--- src/rtl/rxf_pkg.sv ---
// Shared definitions for the receive destination filter: reason codes,
// register select values, control bit positions and the CRC step.
package rxf_pkg;

    typedef enum logic [2:0] {
        RSN_PASS      = 3'd0,
        RSN_UNI_MISS  = 3'd1,
        RSN_HASH_MISS = 3'd2,
        RSN_RUNT      = 3'd3,
        RSN_FRAG      = 3'd4
    } rsn_e;

    localparam int DA_BYTES    = 6;
    localparam int DA_W        = 8 * DA_BYTES;
    localparam int SEL_CTRL    = 0;
    localparam int SEL_UHI     = 1;
    localparam int SEL_ULO_A   = 2;
    localparam int SEL_ULO_B   = 3;
    localparam int SEL_HASH0   = 4;
    localparam int BIT_HASH_EN = 1;
    localparam int BIT_UNI_EN  = 2;
    localparam int BIT_FRAG_EN = 3;
    localparam int MINLEN_LSB  = 16;
    localparam logic [31:0] CRC_POLY = 32'h04C1_1DB7;

    // Advance a MSB-first CRC32 register by one byte taken LSB first.
    function automatic logic [31:0] crc_byte(input logic [31:0] c, input logic [7:0] d);
        logic [31:0] r;
        r = c;
        for (int i = 0; i < 8; i++) begin
            if (r[31] ^ d[i]) r = {r[30:0], 1'b0} ^ CRC_POLY;
            else              r = {r[30:0], 1'b0};
        end
        return r;
    endfunction

endpackage

--- src/rtl/rxf_cfg_regs.sv ---
// Register bank of the filter: control word, two station addresses and
// the hash words. Assumes one write per cycle; table writes (every select
// other than the control word) are dropped while lowpwr is high.
module rxf_cfg_regs
    import rxf_pkg::*;
#(
    parameter int HASH_WORDS = 4,
    parameter int SEL_W      = 3
) (
    input  logic                     clk,
    input  logic                     rst_n,
    input  logic                     lowpwr,
    input  logic                     we,
    input  logic [SEL_W-1:0]         sel,
    input  logic [31:0]              wdata,
    output logic [31:0]              ctrl,
    output logic [DA_W-1:0]          uni_a,
    output logic [DA_W-1:0]          uni_b,
    output logic [32*HASH_WORDS-1:0] hash_bins
);

    logic [31:0] ctrl_q;
    logic [31:0] uhi_q;
    logic [31:0] ulo_a_q;
    logic [31:0] ulo_b_q;
    logic        tbl_we;

    assign tbl_we = we && !lowpwr;

    // Control word: writable in every power state.
    always_ff @(posedge clk) begin
        if (!rst_n)                             ctrl_q <= '0;
        else if (we && sel == SEL_W'(SEL_CTRL)) ctrl_q <= wdata;
    end

    // Shared high octets of both station addresses.
    always_ff @(posedge clk) begin
        if (!rst_n)                                uhi_q <= '0;
        else if (tbl_we && sel == SEL_W'(SEL_UHI)) uhi_q <= wdata;
    end

    // Low octets of station address A.
    always_ff @(posedge clk) begin
        if (!rst_n)                                  ulo_a_q <= '0;
        else if (tbl_we && sel == SEL_W'(SEL_ULO_A)) ulo_a_q <= wdata;
    end

    // Low octets of station address B.
    always_ff @(posedge clk) begin
        if (!rst_n)                                  ulo_b_q <= '0;
        else if (tbl_we && sel == SEL_W'(SEL_ULO_B)) ulo_b_q <= wdata;
    end

    generate
        for (genvar g = 0; g < HASH_WORDS; g++) begin : g_hash
            logic [31:0] word_q;
            // One hash word, bins 32*g .. 32*g+31.
            always_ff @(posedge clk) begin
                if (!rst_n)                                      word_q <= '0;
                else if (tbl_we && sel == SEL_W'(SEL_HASH0 + g)) word_q <= wdata;
            end
            assign hash_bins[32*g +: 32] = word_q;
        end
    endgenerate

    assign ctrl  = ctrl_q;
    assign uni_a = {uhi_q[15:8],  uhi_q[7:0],   ulo_a_q};
    assign uni_b = {uhi_q[31:24], uhi_q[23:16], ulo_b_q};

endmodule

--- src/rtl/rxf_da_capture.sv ---
// Captures the destination address of the current frame and folds each
// byte into a CRC32. Assumes the address bytes arrive before the frame
// end strobe; bytes past the address length are ignored. The frame end
// clears the capture for the next frame.
module rxf_da_capture
    import rxf_pkg::*;
#(
    parameter int NBYTES = DA_BYTES
) (
    input  logic              clk,
    input  logic              rst_n,
    input  logic              da_valid,
    input  logic [7:0]        da_byte,
    input  logic              fe_valid,
    output logic [8*NBYTES-1:0] da,
    output logic [31:0]       crc
);

    localparam int CNT_W = $clog2(NBYTES + 1);

    logic [CNT_W-1:0]    cnt_q;
    logic [8*NBYTES-1:0] da_q;
    logic [31:0]         crc_q;
    logic                take;

    assign take = da_valid && (cnt_q < CNT_W'(NBYTES));

    // Byte counter: counts address bytes, restarts at frame end.
    always_ff @(posedge clk) begin
        if (!rst_n || fe_valid) cnt_q <= '0;
        else if (take)          cnt_q <= cnt_q + 1'b1;
    end

    // Address shift register, first byte ends up most significant.
    always_ff @(posedge clk) begin
        if (!rst_n || fe_valid) da_q <= '0;
        else if (take)          da_q <= {da_q[8*NBYTES-9:0], da_byte};
    end

    // Running CRC over the address bytes.
    always_ff @(posedge clk) begin
        if (!rst_n || fe_valid) crc_q <= '1;
        else if (take)          crc_q <= crc_byte(crc_q, da_byte);
    end

    assign da  = da_q;
    assign crc = crc_q;

endmodule

--- src/rtl/rxf_decide.sv ---
// Evaluates the four acceptance checks on the captured address and the
// frame-end information, and registers a one-cycle decision pulse.
// Priority: fragment, then runt, then the address check.
module rxf_decide
    import rxf_pkg::*;
#(
    parameter int HASH_BITS = 7,
    parameter int CRC_LO    = 23,
    parameter int LEN_W     = 16
) (
    input  logic                      clk,
    input  logic                      rst_n,
    input  logic [31:0]               ctrl,
    input  logic [DA_W-1:0]           uni_a,
    input  logic [DA_W-1:0]           uni_b,
    input  logic [(1<<HASH_BITS)-1:0] hash_bins,
    input  logic [DA_W-1:0]           da,
    input  logic [31:0]               crc,
    input  logic                      fe_valid,
    input  logic [LEN_W-1:0]          fe_len,
    input  logic                      fe_err,
    output logic                      dec_valid,
    output logic                      dec_accept,
    output logic [2:0]                dec_reason
);

    logic [HASH_BITS-1:0] idx;
    logic [LEN_W-1:0]     minlen;
    logic                 is_group;
    logic                 is_bcast;
    logic                 uni_hit;
    logic                 bin_hit;
    rsn_e                 rsn_n;

    // Evaluate the checks in priority order.
    always_comb begin
        idx      = crc[CRC_LO +: HASH_BITS];
        minlen   = ctrl[MINLEN_LSB +: LEN_W];
        is_group = da[DA_W-8];
        is_bcast = &da;
        uni_hit  = (da == uni_a) || (da == uni_b);
        bin_hit  = hash_bins[idx];
        rsn_n    = RSN_PASS;
        if (ctrl[BIT_FRAG_EN] && fe_err) begin
            rsn_n = RSN_FRAG;
        end else if (fe_len < minlen) begin
            rsn_n = RSN_RUNT;
        end else if (is_group) begin
            if (!is_bcast && ctrl[BIT_HASH_EN] && !bin_hit) rsn_n = RSN_HASH_MISS;
        end else if (ctrl[BIT_UNI_EN] && !uni_hit) begin
            rsn_n = RSN_UNI_MISS;
        end
    end

    // Decision register: one pulse per frame end, zero otherwise.
    always_ff @(posedge clk) begin
        if (!rst_n) begin
            dec_valid  <= 1'b0;
            dec_accept <= 1'b0;
            dec_reason <= 3'd0;
        end else begin
            dec_valid  <= fe_valid;
            dec_accept <= fe_valid && (rsn_n == RSN_PASS);
            dec_reason <= fe_valid ? 3'(rsn_n) : 3'd0;
        end
    end

endmodule

--- src/rtl/rx_dest_filter.sv ---
// Receive destination address filter. Captures the six destination
// address bytes of each frame, and one cycle after the frame-end strobe
// issues a keep/drop pulse with a reason code. Assumes at most one frame
// end per two cycles and no table write in the frame-end cycle.
module rx_dest_filter
    import rxf_pkg::*;
#(
    parameter int HASH_BITS = 7,
    parameter int CRC_LO    = 23,
    parameter int LEN_W     = 16
) (
    input  logic             clk,
    input  logic             rst_n,
    input  logic             lowpwr,
    input  logic             cfg_we,
    input  logic [2:0]       cfg_sel,
    input  logic [31:0]      cfg_wdata,
    input  logic             da_valid,
    input  logic [7:0]       da_byte,
    input  logic             fe_valid,
    input  logic [LEN_W-1:0] fe_len,
    input  logic             fe_err,
    output logic             dec_valid,
    output logic             dec_accept,
    output logic [2:0]       dec_reason
);

    localparam int NBINS      = 1 << HASH_BITS;
    localparam int HASH_WORDS = NBINS / 32;

    logic [31:0]      ctrl;
    logic [DA_W-1:0]  uni_a;
    logic [DA_W-1:0]  uni_b;
    logic [NBINS-1:0] hash_bins;
    logic [DA_W-1:0]  da;
    logic [31:0]      crc;

    rxf_cfg_regs #(.HASH_WORDS(HASH_WORDS), .SEL_W(3)) u_regs (
        .clk(clk), .rst_n(rst_n), .lowpwr(lowpwr), .we(cfg_we),
        .sel(cfg_sel), .wdata(cfg_wdata), .ctrl(ctrl),
        .uni_a(uni_a), .uni_b(uni_b), .hash_bins(hash_bins)
    );

    rxf_da_capture #(.NBYTES(DA_BYTES)) u_cap (
        .clk(clk), .rst_n(rst_n), .da_valid(da_valid), .da_byte(da_byte),
        .fe_valid(fe_valid), .da(da), .crc(crc)
    );

    rxf_decide #(.HASH_BITS(HASH_BITS), .CRC_LO(CRC_LO), .LEN_W(LEN_W)) u_dec (
        .clk(clk), .rst_n(rst_n), .ctrl(ctrl), .uni_a(uni_a), .uni_b(uni_b),
        .hash_bins(hash_bins), .da(da), .crc(crc), .fe_valid(fe_valid),
        .fe_len(fe_len), .fe_err(fe_err), .dec_valid(dec_valid),
        .dec_accept(dec_accept), .dec_reason(dec_reason)
    );

endmodule

--- config.mk ---
export PLATFORM = sky130hd
export DESIGN_NAME = rx_dest_filter
export DESIGN_NICKNAME = d
export VERILOG_FILES = /design/src/rtl/rxf_pkg.sv /design/src/rtl/rxf_cfg_regs.sv /design/src/rtl/rxf_da_capture.sv /design/src/rtl/rxf_decide.sv /design/src/rtl/rx_dest_filter.sv
export SDC_FILE = /design/constraint.sdc
export NUM_CORES = 1
export LEC_CHECK = 0
export ABC_CLOCK_PERIOD_IN_PS = 3800
export BUFFER_PORTS_ARGS = -buffer_cell sky130_fd_sc_hd__buf_2
export CAP_MARGIN = 20
export CORE_MARGIN = 2
export CORE_UTILIZATION = 50
export DETAILED_ROUTE_END_ITERATION = 12
export GPL_ROUTABILITY_DRIVEN = 0
export PLACE_DENSITY = 0.74
export SYNTH_ARGS = -nofsm -noshare
export SYNTH_HDL_FRONTEND = slang
export SYNTH_SLANG_ARGS = --single-unit
--- constraint.sdc ---
create_clock -name clk -period 3.8 [get_ports clk]
set_clock_uncertainty 0.2 [all_clocks]
set_input_delay 0.76 -clock clk [delete_from_list [all_inputs] [get_ports clk]]
set_output_delay 0.76 -clock clk [all_outputs]
set_load 0.1 [all_outputs]
== Word level (Yosys, flattened, before mapping) ==
Index checks and enable logic that the tools add are counted.
Widths: inputs -> output; s select.
Word-level totals
  register bits: 344
  bits of input ports: 66
  logic and storage cells: 98
Operators by class
  add/subtract/negate cells: 1
  order comparisons: 3
  equal/unequal tests: 9
  mux-type cells: 29
  bitwise logic cells: 16
  reduce and logical (&&, ||, !) cells: 26
Operators with widths (number)
  $mux 32: 14
  $mux 27: 8
  $not 14->14: 8
  $eq 48x48->1: 2
  $reduce_and 48->1: 1
  $lt 16x16->1: 1
  $logic_and 1x1->1: 15
  $eq 3x3->1 const B: 4
  $mux 3: 3
  $lt 7x8->1 const B: 1
  $xor 1x1->1: 8
  $bmux 1 s7: 1
  $eq 3x2->1 const B: 2
  $logic_not 3->1: 2
  $logic_not 1->1: 5
  $add 3x1->3 const B: 1
  $eq 3x1->1 const B: 1
  $lt 3x3->1 const B: 1
  $logic_or 1x1->1: 2
  $mux 1: 2
  $mux 2: 1
  $reduce_and 2->1: 1

== Longest topological paths before layout ==
  depth after elaboration: 30
  gate-level depth with buffers: 10
  depth with buffers taken out: 9

== Hierarchy ==
From an unflattened synthesis, not the netlist that was laid out.
Unflattened totals
  cells, all modules: 1599
  area, all modules: 15561.2 um^2
By module, submodules not included
  rxf_cfg_regs: times used 1, cells an instance 910, area each 9253.9 um^2, sequential area each 5124.9 um^2
  rxf_da_capture: times used 1, cells an instance 402, area each 3483.3 um^2, sequential area each 1661.6 um^2
  rxf_decide: times used 1, cells an instance 287, area each 2824.0 um^2, sequential area each 100.1 um^2

== Worst setup path after synthesis ==
OpenSTA, ideal clock, no wires.
  path kind: input port to flip-flop
  start point: input port cfg_sel[1]
  end point: register u_regs.ctrl_q[21], in the netlist u_regs.ctrl[21]
  library setup time: 0.076 ns
  data arrival time: 2.052 ns
  data required time: 3.524 ns
  path slack: 1.473 ns
  cell stages on the path: 5
  cell sequence: clkbuf_1 -> nor4b_2 -> clkbuf_1 -> nand2_1 -> a21boi_0
Between the ends
  longest elaborated chain between the ends: 2
RTL lines
  from (decl): RTL line rx_dest_filter.sv:16  | input logic [2:0] cfg_sel,
  $logic_not 3->1: RTL line rxf_cfg_regs.sv:33  | else if (we && sel == SEL_W'(SEL_CTRL)) ctrl_q <= wdata;
  $logic_and 1x1->1: RTL line rxf_cfg_regs.sv:33
  to (signal assigned): RTL line rxf_cfg_regs.sv:33
  to (decl): RTL line rxf_cfg_regs.sv:22  | logic [31:0] ctrl_q;
Every way passes these cells.
A chain may end at the register's enable or synchronous reset.

== Worst setup path after layout ==
  start point: register u_cap.crc_q[27], in the netlist u_cap.crc[27]
  end point: register u_dec.dec_reason[1]
Between the ends
  longest elaborated chain between the ends: 8
RTL lines
  from (decl): RTL line rxf_da_capture.sv:23  | logic [31:0] crc_q;
  from (signal assigned): RTL line rxf_da_capture.sv:43  | else if (take) crc_q <= crc_byte(crc_q, da_byte);
  $bmux 1 s7: RTL line rxf_decide.sv:42  | bin_hit = hash_bins[idx];
  $mux 1 (implied by the code): RTL line rxf_decide.sv:42
  $logic_not 1->1: RTL line rxf_decide.sv:49  | if (!is_bcast && ctrl[BIT_HASH_EN] && !bin_hit) rsn_n = RSN_HASH_MISS;
  $logic_and 1x1->1: RTL line rxf_decide.sv:49
  $mux 2: RTL line rxf_decide.sv:49
  $mux 3: RTL line rxf_decide.sv:48  | end else if (is_group) begin
  $mux 3: RTL line rxf_decide.sv:46  | end else if (fe_len < minlen) begin
  $mux 3: RTL line rxf_decide.sv:44  | if (ctrl[BIT_FRAG_EN] && fe_err) begin
  to (signal assigned): RTL line rxf_decide.sv:64  | dec_reason <= fe_valid ? 3'(rsn_n) : 3'd0;
  to (decl): RTL line rxf_decide.sv:24  | output logic [2:0] dec_reason
Every way passes these cells. The select of a mux whose other input is x is not followed.

==> metrics.txt <==
# TYPE chip_impl_metric gauge
chip_impl_info{name="outcome",value="completed"} 1
chip_impl_metric{name="finalSetupViolCount",unit=""} 0
chip_impl_metric{name="critical_path_buf_inv_count",unit=""} 0
chip_impl_metric{name="rows",unit=""} 64
chip_impl_metric{name="slew-limit-headroom",unit="%"} 25.9
chip_impl_metric{name="drt_wl_total",unit="um"} 43900
chip_impl_metric{name="cts_sinks",unit=""} 331
chip_impl_info{name="r2r-start",value="u_cap.crc[27]"} 1
chip_impl_metric{name="number_of_antenna_violations_at_the_first_check_in_global_routing",unit=""} 0
chip_impl_metric{name="synth.yosys.seq_area_share",unit="%"} 42.6
chip_impl_metric{name="crit_arrival",unit="ns"} 3.12
chip_impl_metric{name="grt_pass1_vias",unit=""} 12000
chip_impl_metric{name="clkTransAtPathRegs",unit="ns"} 0.06
chip_impl_metric{name="drt_pre_antenna_iters",unit=""} 5
chip_impl_metric{name="area_growth_syn_to_layout",unit="%"} 9.95
chip_impl_metric{name="cp_max_fo",unit=""} 20
chip_impl_metric{name="post_synth_edffs",unit=""} 0
chip_impl_metric{name="floorplan.die.width",unit="um"} 180
chip_impl_metric{name="grt_first_pass_wirelength",unit="um"} 67400
chip_impl_metric{name="grtUsageTotal",unit="%"} 26.3
chip_impl_info{name="root_buffer",value="clkbuf_16"} 1
chip_impl_metric{name="cts_made_buffers",unit=""} 36
chip_impl_metric{name="yosys_warnings",unit=""} 0
chip_impl_metric{name="flop_and_latch_count_out_of_synthesis",unit=""} 331
chip_impl_metric{name="max-clock-path-buffers",unit=""} 3
chip_impl_info{name="cp_cell_sequence",value="nor2b_1 -> a22oi_1 -> nand3_1 -> a211oi_1 -> a31oi_1 -> a32o_2 -> o21ba_2"} 1
chip_impl_metric{name="grt_overflow_total",unit=""} 0
chip_impl_metric{name="post-dp-hpwl",unit="um"} 28300
chip_impl_metric{name="yosysTopAreaCellShare",unit="%"} 42.6
chip_impl_metric{name="required_time_at_the_worst_slack_endpoint",unit="ns"} 3.99
chip_impl_metric{name="core_area",unit="sq um"} 30600
chip_impl_metric{name="synth_cells",unit=""} 1820
chip_impl_metric{name="dp.cells",unit=""} 2167
chip_impl_info{name="crit_family",value="compound AO/OA/AOI/OAI gates"} 1
chip_impl_metric{name="num_vias",unit=""} 12700
chip_impl_metric{name="fin_util",unit="%"} 55.9
chip_impl_metric{name="layoutNonFillerInstCount",unit=""} 2230
chip_impl_metric{name="timing_worst_slew_pin_value",unit="ns"} 1.11
chip_impl_metric{name="synth-async-reset-ratio",unit="%"} 0
chip_impl_info{name="crit_path_start",value="u_cap.crc[27]"} 1
chip_impl_metric{name="timing.critical_path.slowest_cell_delay",unit="ns"} 1.05
chip_impl_info{name="synth_largest_area_cell",value="dfxtp_1"} 1
chip_impl_metric{name="floorplan.die.height",unit="um"} 180
chip_impl_metric{name="total_leakage_power",unit="nW"} 6.63
chip_impl_metric{name="route.detailed.vias_per_inst",unit=""} 5.68
chip_impl_metric{name="clk-insertion-delay-late",unit="ns"} 0.51
chip_impl_info{name="hold_path.startpoint",value="u_regs.g_hash[1].word_q[21]"} 1
chip_impl_metric{name="start_util",unit="%"} 50.8
chip_impl_metric{name="vdd_drop_max",unit="mV"} 0.312
chip_impl_metric{name="maxSlewViolCount",unit=""} 0
chip_impl_metric{name="fp.dieArea",unit="sq um"} 32500
chip_impl_info{name="holdCritPathClass",value="register to register"} 1
chip_impl_info{name="rsz0062_at_grt",value="false"} 1
chip_impl_metric{name="achievable-frequency",unit="GHz"} 0.342
chip_impl_metric{name="drive_gt1_share",unit="%"} 10.1
chip_impl_metric{name="drt-wirelength-per-cell",unit="um"} 19.7
chip_impl_metric{name="final_nets",unit=""} 1891
chip_impl_metric{name="layout_min_cycle_time",unit="ns"} 2.93
chip_impl_metric{name="hold_depth",unit=""} 2
chip_impl_metric{name="cts_hold_repair.buffers",unit=""} 0
chip_impl_metric{name="synth.distinct_cells",unit=""} 52
chip_impl_metric{name="maxCapViolations",unit=""} 0
chip_impl_info{name="worstHoldEndpoint",value="u_regs.g_hash[1].word_q[21]"} 1
chip_impl_info{name="cp-end-kind",value="register"} 1
chip_impl_metric{name="boundary_pin_count",unit=""} 71
chip_impl_metric{name="number_of_drc_markers_in_iteration_0",unit=""} 1384
chip_impl_metric{name="synth.cell_area",unit="sq um"} 15500
chip_impl_metric{name="antenna_left",unit=""} 0
chip_impl_metric{name="synth.avg_cell_area",unit="sq um"} 8.54
chip_impl_info{name="timing_worst_setup_path_type",value="register to register"} 1
chip_impl_metric{name="diodes",unit=""} 0
chip_impl_metric{name="h-tree-depth",unit=""} 2
chip_impl_info{name="cp-start-kind",value="register"} 1
chip_impl_metric{name="largest_net_degree_at_the_start_of_global_routing",unit=""} 244
chip_impl_metric{name="detail_route.drc_violations",unit=""} 0
chip_impl_metric{name="worst_r2r_path_depth",unit=""} 7
chip_impl_metric{name="final.period_utilization",unit="%"} 77.0
chip_impl_metric{name="r2r_slack",unit="ns"} 0.87
chip_impl_metric{name="tns_setup",unit="ns"} 0
chip_impl_metric{name="cts_resized",unit=""} 0
chip_impl_info{name="worst_path_max_delay_cell",value="dfxtp_1"} 1
chip_impl_info{name="yosys_most_used_dff",value="dfxtp_1"} 1
chip_impl_info{name="layout.cells.most_common_list",value="625 x nand2_1, 330 x dfxtp_1, 243 x a21boi_0"} 1
chip_impl_metric{name="hold_violations",unit=""} 0
chip_impl_metric{name="power_per_cell_area",unit="nW/um^2"} 463
chip_impl_info{name="most_frequent_standard_cell_in_the_layout_excluding_fill_and_tap_cells",value="nand2_1"} 1
chip_impl_metric{name="postCtsSetupBuffers",unit=""} 0
chip_impl_info{name="critical_path.reg2reg.endpoint",value="u_dec.dec_reason[1]"} 1
chip_impl_metric{name="n_fill_cell",unit=""} 2787
chip_impl_metric{name="count_of_input_and_output_buffers",unit=""} 70
chip_impl_metric{name="postSynthNetCount",unit=""} 1902
chip_impl_info{name="tritoncts",value="done"} 1
chip_impl_info{name="synth_top_area_cells",value="dfxtp_1 43%, nand2_1 15%, a21boi_0 12%"} 1
-- Yosys cell counts (all sizes together), types with 16 or more instances --
library cell,n
nand2,626
o211ai,35
ha,16
a21oi,54
mux4,20
xnor2,52
clkbuf,107
a21boi,243
nand4,21
nor4,28
xor2,116
inv,16
buf,35
mux2i,29
dfxtp,331
-- metrics by stage --
stage          hold WS (ns)  setup WS [ns]  instance area (sq um)  total power [W]
2_1_floorplan         0.239           1.47                  15500          0.00432
4_1_cts               0.264          0.943                  17100          0.00795
3_3_place_gp          0.246          0.994                  15900          0.00453
6_report              0.263          0.873                  17100          0.00792
5_1_grt               0.287          0.707                  17100          0.00816
3_5_place_dp          0.255          0.974                  15900          0.00454
-- layout make-up --
cell class	instances	area, sq um	area share [%]
well taps	396	495	2.90
clock buffers	52	1040	6.10
flip-flops and latches	331	6630	38.8
clock inverters	11	114	0.666
multi-input cells	1331	8210	48.0
repair buffers	93	551	3.22
inverters	16	60.1	0.351
-- kinds of logic (layout without fill, tap and decap cells) --
kind of cell	count (synthesis)	count (layout)	synth area share (%)
adder cells (fa/ha/maj)	16	16	1.29
buffers and inverters	158	172	4.82
flip-flops	331	331	42.6
AO/OA/AOI/OAI	362	362	16.6
AND/OR/NAND/NOR	735	735	19.6
multiplexers	50	50	5.08
XOR/XNOR	168	168	9.99
-- how the worst max path moves through the flow --
stage                               end  slack (ns)  cells after the start
global route           u_dec.dec_accept        0.71                      7
global placement    u_dec.dec_reason[1]        0.99                      7
floorplan               u_regs.ctrl[21]        1.47                      5
finish              u_dec.dec_reason[1]        0.87                      7
CTS                 u_dec.dec_reason[1]        0.94                      7
detailed placement  u_dec.dec_reason[1]        0.97                      7
-- where the power goes --
part / leakage, nW / switching (W) / total (W) / internal (W)
clock network: 0.572 / 0.00139 / 0.00343 / 0.00204
logic: 3.38 / 0.000522 / 0.000878 / 0.000357
registers: 2.68 / 0.0000676 / 0.00361 / 0.00354
total: 6.63 / 0.00198 / 0.00792 / 0.00594
-- registers in the layout, summed over array words and instances (netlist names) --
register              cells
u_dec.dec_reason          3
u_cap.crc                32
u_regs.ulo_b_q           32
u_regs.ulo_a_q           32
u_dec.dec_valid           1
u_cap.cnt_q               3
u_dec.dec_accept          1
u_cap.da                 48
u_regs.ctrl              19
u_regs.uhi_q             32
u_regs.g_hash.word_q    128
-- worst min-delay path, delay by kind of cell (launching register included) --
family / cells / cell delay (ns)
compound gates: 1 / 0.06
flops: 1 / 0.30
simple gates: 1 / 0.04
-- metal layers --
metal  part of all wire (%)  routed length [um]  global-route usage [%]  vias up
met4                    3.5                1520                    9.58        0
met2                     45               19900                    41.5      527
met3                    8.5                3750                    4.45       93
met1                     43               18700                    36.2     6036
met5                      0                   0                       0        -
li1                       -                   -                       -     6016
Note: power is estimated with default switching activity, not from simulation.
